### config.mk
export PLATFORM = sky130hd
export DESIGN_NAME = ovf_timer_pair
export DESIGN_NICKNAME = d
export VERILOG_FILES = /design/src/rtl/ovf_timer_pkg.sv /design/src/rtl/ovf_prescaler.sv /design/src/rtl/ovf_timer_unit.sv /design/src/rtl/ovf_timer_pair.sv
export SDC_FILE = /design/constraint.sdc
export NUM_CORES = 1
export LEC_CHECK = 0
export ABC_CLOCK_PERIOD_IN_PS = 4300
export BUFFER_PORTS_ARGS = -buffer_cell sky130_fd_sc_hd__buf_2
export CORE_MARGIN = 3
export CORE_UTILIZATION = 40
export DETAILED_ROUTE_END_ITERATION = 7
export PLACE_DENSITY = 0.64
export SYNTH_ARGS = -nofsm -noshare
export SYNTH_HDL_FRONTEND = slang
export SYNTH_SLANG_ARGS = --single-unit
### constraint.sdc
create_clock -name clk -period 4.3 [get_ports clk]
set_input_delay 0.215 -clock clk [delete_from_list [all_inputs] [get_ports clk]]
set_output_delay 0.215 -clock clk [all_outputs]
set_load 0.05 [all_outputs]
### src/rtl/ovf_timer_pkg.sv
package ovf_timer_pkg;

    localparam int BUS_W      = 32;
    localparam int OFF_W      = 6;
    localparam int UNIT_SHIFT = 6;

    localparam logic [OFF_W-1:0] OFF_FLAG  = 6'h00;
    localparam logic [OFF_W-1:0] OFF_COUNT = 6'h04;
    localparam logic [OFF_W-1:0] OFF_CTRL  = 6'h10;
    localparam logic [OFF_W-1:0] OFF_CFG   = 6'h20;
    localparam logic [OFF_W-1:0] OFF_DIV   = 6'h28 - 6'h04;
    localparam logic [OFF_W-1:0] OFF_LOAD  = 6'h28;

    typedef enum logic [2:0] {
        RS_NONE,
        RS_FLAG,
        RS_COUNT,
        RS_CTRL,
        RS_CFG,
        RS_DIV,
        RS_LOAD
    } reg_sel_e;

    typedef struct packed {
        logic irq_en;
        logic run_en;
    } cfg_t;

    typedef struct packed {
        logic halt;
        logic start;
        logic flag_clr;
    } cmd_t;

    function automatic reg_sel_e decode_off(input logic [OFF_W-1:0] off);
        reg_sel_e s;
        case (off)
            OFF_FLAG:  s = RS_FLAG;
            OFF_COUNT: s = RS_COUNT;
            OFF_CTRL:  s = RS_CTRL;
            OFF_CFG:   s = RS_CFG;
            OFF_DIV:   s = RS_DIV;
            OFF_LOAD:  s = RS_LOAD;
            default:   s = RS_NONE;
        endcase
        return s;
    endfunction

endpackage

### src/rtl/ovf_prescaler.sv
module ovf_prescaler #(
    parameter int DIV_W = 16
) (
    input  logic             clk,
    input  logic             rst,
    input  logic             clear,
    input  logic             advance,
    input  logic [DIV_W-1:0] divisor,
    output logic             tick
);
    logic [DIV_W-1:0] cnt_q;

    // A divisor lowered below the running count ends the period at once.
    assign tick = advance && (cnt_q >= divisor);

    always_ff @(posedge clk) begin
        if (rst || clear) begin
            cnt_q <= '0;
        end else if (advance) begin
            cnt_q <= tick ? '0 : cnt_q + 1'b1;
        end
    end

    assert_tick_restart_R6: assert property (@(posedge clk) disable iff (rst)
        tick |=> (cnt_q == '0));

    assert_hold_idle_R5: assert property (@(posedge clk) disable iff (rst)
        (!advance && !clear) |=> $stable(cnt_q));

endmodule

### src/rtl/ovf_timer_unit.sv
module ovf_timer_unit
    import ovf_timer_pkg::*;
#(
    parameter int COUNT_W = 32,
    parameter int DIV_W   = 16
) (
    input  logic             clk,
    input  logic             rst,
    input  logic             wr_en,
    input  logic [OFF_W-1:0] off,
    input  logic [BUS_W-1:0] wdata,
    output logic [BUS_W-1:0] rd_data,
    output logic             irq
);
    localparam logic [COUNT_W-1:0] COUNT_MAX = '1;

    reg_sel_e           sel;
    cmd_t               cmd;
    cfg_t               cfg_q;
    logic [DIV_W-1:0]   div_q;
    logic [COUNT_W-1:0] load_q;
    logic [COUNT_W-1:0] count_q;
    logic               running_q;
    logic               flag_q;
    logic               tick;
    logic               wrap;

    assign sel          = decode_off(off);
    assign cmd.halt     = wr_en && (sel == RS_CTRL) && wdata[0];
    assign cmd.start    = wr_en && (sel == RS_CTRL) && wdata[1] && !wdata[0];
    assign cmd.flag_clr = wr_en && (sel == RS_FLAG) && wdata[0];

    ovf_prescaler #(.DIV_W(DIV_W)) u_pre (
        .clk     (clk),
        .rst     (rst),
        .clear   (cmd.halt),
        .advance (running_q && cfg_q.run_en),
        .divisor (div_q),
        .tick    (tick)
    );

    assign wrap = tick && (count_q == COUNT_MAX);

    always_ff @(posedge clk) begin
        if (rst) begin
            cfg_q  <= '0;
            div_q  <= '0;
            load_q <= '0;
        end else if (wr_en) begin
            case (sel)
                RS_CFG:  cfg_q  <= cfg_t'(wdata[1:0]);
                RS_DIV:  div_q  <= wdata[DIV_W-1:0];
                RS_LOAD: load_q <= wdata[COUNT_W-1:0];
                default: ;
            endcase
        end
    end

    always_ff @(posedge clk) begin
        if (rst) begin
            running_q <= 1'b0;
        end else if (cmd.halt) begin
            running_q <= 1'b0;
        end else if (cmd.start) begin
            running_q <= 1'b1;
        end
    end

    always_ff @(posedge clk) begin
        if (rst) begin
            count_q <= '0;
        end else if (cmd.halt) begin
            count_q <= load_q;
        end else if (tick) begin
            count_q <= wrap ? load_q : count_q + 1'b1;
        end
    end

    always_ff @(posedge clk) begin
        if (rst) begin
            flag_q <= 1'b0;
        end else if (wrap) begin
            flag_q <= 1'b1;
        end else if (cmd.flag_clr) begin
            flag_q <= 1'b0;
        end
    end

    assign irq = flag_q && cfg_q.irq_en;

    always_comb begin
        rd_data = '0;
        case (sel)
            RS_FLAG:  rd_data = BUS_W'(flag_q);
            RS_COUNT: rd_data = BUS_W'(count_q);
            RS_CTRL:  rd_data = BUS_W'({running_q, 1'b0});
            RS_CFG:   rd_data = BUS_W'(cfg_q);
            RS_DIV:   rd_data = BUS_W'(div_q);
            RS_LOAD:  rd_data = BUS_W'(load_q);
            default:  rd_data = '0;
        endcase
    end

    assert_halt_loads_R3: assert property (@(posedge clk) disable iff (rst)
        cmd.halt |=> (count_q == $past(load_q)) && !running_q);

    assert_step_one_R4: assert property (@(posedge clk) disable iff (rst)
        (tick && !wrap && !cmd.halt) |=> (count_q == $past(count_q) + 1'b1));

    assert_frozen_R5: assert property (@(posedge clk) disable iff (rst)
        (!tick && !cmd.halt) |=> $stable(count_q));

    assert_wrap_reload_R7: assert property (@(posedge clk) disable iff (rst)
        wrap |=> flag_q && (count_q == $past(load_q)));

    assert_clear_flag_R8: assert property (@(posedge clk) disable iff (rst)
        (cmd.flag_clr && !wrap) |=> !flag_q);

endmodule

### src/rtl/ovf_timer_pair.sv
module ovf_timer_pair
    import ovf_timer_pkg::*;
#(
    parameter int NUM_UNITS = 2,
    parameter int ADDR_W    = 8,
    parameter int COUNT_W   = 32,
    parameter int DIV_W     = 16
) (
    input  logic                 clk,
    input  logic                 rst,
    input  logic [ADDR_W-1:0]    bus_addr,
    input  logic                 bus_we,
    input  logic [BUS_W-1:0]     bus_wdata,
    output logic [BUS_W-1:0]     bus_rdata,
    output logic [NUM_UNITS-1:0] irq
);
    localparam int SEL_W  = (NUM_UNITS > 1) ? $clog2(NUM_UNITS) : 1;
    localparam int HIGH_LO = UNIT_SHIFT + SEL_W;

    logic [SEL_W-1:0]     unit_idx;
    logic                 in_range;
    logic [NUM_UNITS-1:0] hit;
    logic [BUS_W-1:0]     unit_rd [NUM_UNITS];

    assign unit_idx = bus_addr[UNIT_SHIFT +: SEL_W];
    assign in_range = (bus_addr[ADDR_W-1:HIGH_LO] == '0);

    for (genvar k = 0; k < NUM_UNITS; k++) begin : g_unit
        assign hit[k] = in_range && (unit_idx == SEL_W'(k));

        ovf_timer_unit #(.COUNT_W(COUNT_W), .DIV_W(DIV_W)) u_tmr (
            .clk     (clk),
            .rst     (rst),
            .wr_en   (bus_we && hit[k]),
            .off     (bus_addr[OFF_W-1:0]),
            .wdata   (bus_wdata),
            .rd_data (unit_rd[k]),
            .irq     (irq[k])
        );
    end

    always_comb begin
        bus_rdata = '0;
        for (int k = 0; k < NUM_UNITS; k++) begin
            if (hit[k]) bus_rdata = bus_rdata | unit_rd[k];
        end
    end

    assert_one_window_R10: assert property (@(posedge clk) disable iff (rst)
        $onehot0(hit));

    assert_reset_quiet_R1: assert property (@(posedge clk)
        rst |=> (irq == '0));

endmodule

==> summary.md <==
| Metric | Value |
|---|---|
| Worst-case setup slack after placement | 0.9218 ns |
| Critical-path cell list | ha_1 -> nand3_1 -> nor4_2 -> and3_1 -> nand2_2 -> o21ai_4 -> buf_4 -> nor3_1 -> a21oi_1 -> o22ai_1 |
| Crit-path leading delay family | simple AND/OR/NAND/NOR gates |
| Logic pwr share | 3.6% |
| DP HPWL | 25430 um |
| Worst Setup End Kind | flop |
| Max_slew headroom | 18.34% |
| Cell area after technology mapping | 0.01099 mm^2 |
| Hold path depth | 3 |
| CP Max Fanout | 38 |
| Number of distinct standard cells referenced by the synthesized netlist | 68 |
| Internal power | 2.776 mW |
| Count of final hold-check violations | 0 |
| Setup Crit Path Kind | flop to flop |
| First-pass GRT wire length | 55740 um |
| Total power per unit cell area | 305.1 mW/mm^2 |
| Final estimated routing congestion in global placement | 0.9516 |
| DRT antenna net count | 0 |
| Number of buffer and inverter instances along the worst setup path | 1 |
| Synthesis-stage register bit count | 200 |
| Number of DRC violations after detailed-routing iteration 0 | 1329 |
| Number of max-capacitance violations reported | 0 |
| Clock share of power | 46.0% |
| Proportion of power drawn by flip-flops and latches | 50.3% |
| Predominant post-synthesis flop cell | sky130_fd_sc_hd__dfxtp_1 |
| Top cells by area in the synthesized netlist | sky130_fd_sc_hd__dfxtp_1, sky130_fd_sc_hd__nand2_1, sky130_fd_sc_hd__a21oi_1 |
| Cell with the largest stage delay on the worst path | sky130_fd_sc_hd__o21ai_4 |
| Type of the most critical hold path | primary input to flop |
| Min cycle time layout | 3.421 ns |
| Top cell type's share of synthesized area | 36.43% |
| Maximum buffer depth of the clock tree | 2 |
| Total GRT Usage | 23.97% |
| TritonCTS clock tree | built |
| Status | finished, final reports clean |
| Setup TNS | 0 ns |
| Port Buffer Count | 76 |
| Sum of internal, switching and leakage power | 3.680 mW |
| Endpoint, Worst Hold | g_unit[0].u_tmr.load_q[22]$_SDFFE_PP0P_ |
| Cts bufs inserted | 17 |
| Postcts setup bufs | 0 |
| Unrepaired setup endpoints after global routing | false |
| Share of post-route cells with drive strength above 1 | 9.812% |
| N_diodes | 0 |
| Period utilisation layout | 79.55% |
| Delay of the slowest cell on the worst path | 0.77 ns |
| Vert. Die Dim | 171.8 um |
| Capture point of the worst reg-to-reg path | g_unit[0].u_tmr.count_q[24]$_SDFFE_PP0P_ |
| Grt ovf | 0 |
| Mapped Cells | 1470 |
| Floorplan core area | 0.02695 mm^2 |
| First-pass iteration count of the detailed router | 8 |
| Clock Sink Count | 200 |
| Clk Tree Root Cell | sky130_fd_sc_hd__clkbuf_16 |
| Average wire per cell in the routed design | 19.57 um |
| Warning count from the yosys run | 0 |
| Vias in the first global route | 9967 |
| Post-synth EDFFs | 0 |
| Share of synthesized area occupied by flip-flops and latches | 36.43% |
| Initial antenna violation count | 3 |
| Number of buffers inserted for hold repair after clock tree synthesis | 0 |
| NumNets Final | 1554 |
| Site row count | 60 |
| DR vias/cell | 5.990 |
| Largest net degree at the start of global routing | 66 |
| Final setup vio count | 0 |
| Die width | 171.8 um |
| Arrival time at the worst endpoint | 3.73 ns |
| Via Count | 10.96k |
| Worst supply voltage drop on vdd | 0.1972 mV |
| Critical Path RT | 4.60 ns |
| Startpoint of the most critical register-to-register path | g_unit[0].u_tmr.count_q[0]$_SDFFE_PP0P_ |
| Maximum frequency from static timing analysis | 0.2923 GHz |
| Count of cells along the worst register-to-register path | 10 |
| Aggregate routed wire length | 35790 um |
| I/O pin cnt | 77 |
| Count of pins over their slew limit | 0 |
| Sw Ratio | 24.56% |
| Origin of the worst min-delay path | bus_wdata[22] |
| Relative area change from synthesis to final layout | 9.769% |
| Worst clock skew | 0.01435 ns |
| Clock insertion delay at the later pin of the skew report | 0.44 ns |
| Worst-Margin Slew | 1.222 ns |
| Slack of the critical path | 0.8792 ns |
| Number of gates resized after cts | 0 |
| Clk pin slew, worst setup/hold paths | 0.08 ns |
| Die area | 0.02950 mm^2 |
| Number of gates on the worst path with buffers counted | 10 |
| Critical path startpoint category | flop |
| Top cell type by total area after synthesis | sky130_fd_sc_hd__dfxtp_1 |
| Switching pwr | 0.9037 mW |
| Synthesized net count | 1549 |
| Synthesized area divided by synthesized cell count | 7.476 um^2 |
| Initial core utilization | 40.78% |
| Post-detailed-route DRC marker count | 0 |
| Leak | 3.894 nW |
| Clock H-tree levels | 4 |
| Async set or reset register ratio after synthesis | 0% |
| Worst reg2reg setup slack | 0.88 ns |
how the worst max path moves through the flow:
stage,from,endpoint
after floorplan,bus_addr[1],bus_rdata[6]
after global placement,g_unit[0].u_tmr.count_q[0]$_SDFFE_PP0P_,g_unit[0].u_tmr.count_q[24]$_SDFFE_PP0P_
after detailed placement,g_unit[0].u_tmr.count_q[0]$_SDFFE_PP0P_,g_unit[0].u_tmr.count_q[24]$_SDFFE_PP0P_
after CTS,g_unit[0].u_tmr.count_q[0]$_SDFFE_PP0P_,g_unit[0].u_tmr.count_q[24]$_SDFFE_PP0P_
after global routing,g_unit[0].u_tmr.count_q[0]$_SDFFE_PP0P_,g_unit[0].u_tmr.count_q[24]$_SDFFE_PP0P_
final,g_unit[0].u_tmr.count_q[0]$_SDFFE_PP0P_,g_unit[0].u_tmr.count_q[24]$_SDFFE_PP0P_
stage by stage:
| stage | hold slack (ns) | utilization, % | area [um^2] | cells |
|---|---|---|---|---|
| final | 0.02477 | 44.76 | 12060 | 1829 |
| after global routing | 0.02797 | 44.76 | 12060 | 1829 |
| after CTS | 0.01599 | 44.76 | 12060 | 1829 |
| after detailed placement | 0.4646 | 42.53 | 11460 | 1797 |
| after global placement | 0.4550 | 42.53 | 11460 | 1797 |
| after floorplan | 0.3510 | - | 10990 | 1470 |
cells in the mapped netlist (all sizes together), types with 7 or more instances:
cell type  number
clkbuf         78
nand3          32
nand4          26
mux2i           7
o21ai          82
o31a           10
nand2         293
and3           21
ha             36
nor2b           7
a22o           14
nor4           10
nor3           29
a211oi         29
a222oi         14
xor2           18
a31oi          13
inv            51
o22ai          29
buf            28
and2           35
nor2           99
xnor2          14
a21oi         181
nor3b           9
a22oi          37
dfxtp         200
area by class of cell:
| class | instances | area [um^2] |
|---|---|---|
| Fill cell | 2741 | 14890 |
| Multi-Input combinational cell | 1113 | 6339 |
| Sequential cell | 200 | 4004 |
| Timing Repair Buffer | 92 | 503.0 |
| Clock buffer | 19 | 442.9 |
| Tap cell | 341 | 426.7 |
| Inverter | 51 | 191.4 |
| Clock inverter | 13 | 156.4 |
worst register-to-register path, stage by stage, from the launching register on:
cell and delay (ns):
sky130_fd_sc_hd__dfxtp_1 0.43, sky130_fd_sc_hd__ha_1 0.23, sky130_fd_sc_hd__nand3_1 0.13, sky130_fd_sc_hd__nor4_2 0.54, sky130_fd_sc_hd__and3_1 0.36, sky130_fd_sc_hd__nand2_2 0.16, sky130_fd_sc_hd__o21ai_4 0.77, sky130_fd_sc_hd__buf_4 0.38
sky130_fd_sc_hd__nor3_1 0.08, sky130_fd_sc_hd__a21oi_1 0.12, sky130_fd_sc_hd__o22ai_1 0.09
kinds of logic after synthesis:
kind of cell	after synthesis	synth area share, %
xor gates and xnor gates	32	2.550
buffers and inverters	157	6.103
muxes	9	0.8425
AOI/OAI and AO/OA	445	25.14
adders and majority gates	36	4.099
and+or+nand+nor	591	24.83
DFF	200	36.43
state kept, by name, indices dropped and copies added (netlist names):
| signal | count |
|---|---|
| g_unit.u_tmr.count_q | 64 |
| g_unit.u_tmr.running_q | 2 |
| g_unit.u_tmr.flag_q | 2 |
| g_unit.u_tmr.u_pre.cnt_q | 32 |
| g_unit.u_tmr.load_q | 64 |
| g_unit.u_tmr.div_q | 32 |
| g_unit.u_tmr.cfg_q | 4 |
power groups by stage:
stage	clock network, mW	logic, mW	registers, mW
finish	1.69	0.134	1.85
global route	1.79	0.141	1.85
CTS	1.71	0.131	1.85
detailed placement	0	0.131	1.90
global placement	0	0.130	1.90
floorplan	0	0.0687	1.90
layer usage:
metal	track usage [%]	wire length, um
met5	0	30
met4	8.365	943
met3	3.792	2852
met2	36.67	15810
met1	34.37	16160
layout by cell type, fill, tap and decap left out, types with 16 or more instances in the layout:
cell,instances
sky130_fd_sc_hd__clkbuf_16,17
sky130_fd_sc_hd__o22ai_1,29
sky130_fd_sc_hd__and2_1,35
sky130_fd_sc_hd__nor2_1,98
sky130_fd_sc_hd__and3_1,21
sky130_fd_sc_hd__a21oi_1,179
sky130_fd_sc_hd__nand3_1,32
sky130_fd_sc_hd__a22oi_1,35
sky130_fd_sc_hd__inv_1,51
sky130_fd_sc_hd__o21ai_0,65
sky130_fd_sc_hd__buf_4,17
sky130_fd_sc_hd__ha_1,36
sky130_fd_sc_hd__o21ai_1,16
sky130_fd_sc_hd__xor2_1,18
sky130_fd_sc_hd__buf_2,75
sky130_fd_sc_hd__dfxtp_1,200
sky130_fd_sc_hd__nand4_1,26
sky130_fd_sc_hd__nand2_1,291
sky130_fd_sc_hd__nor3_1,28
sky130_fd_sc_hd__a211oi_1,29
Note: power is estimated with default switching activity, not from simulation.
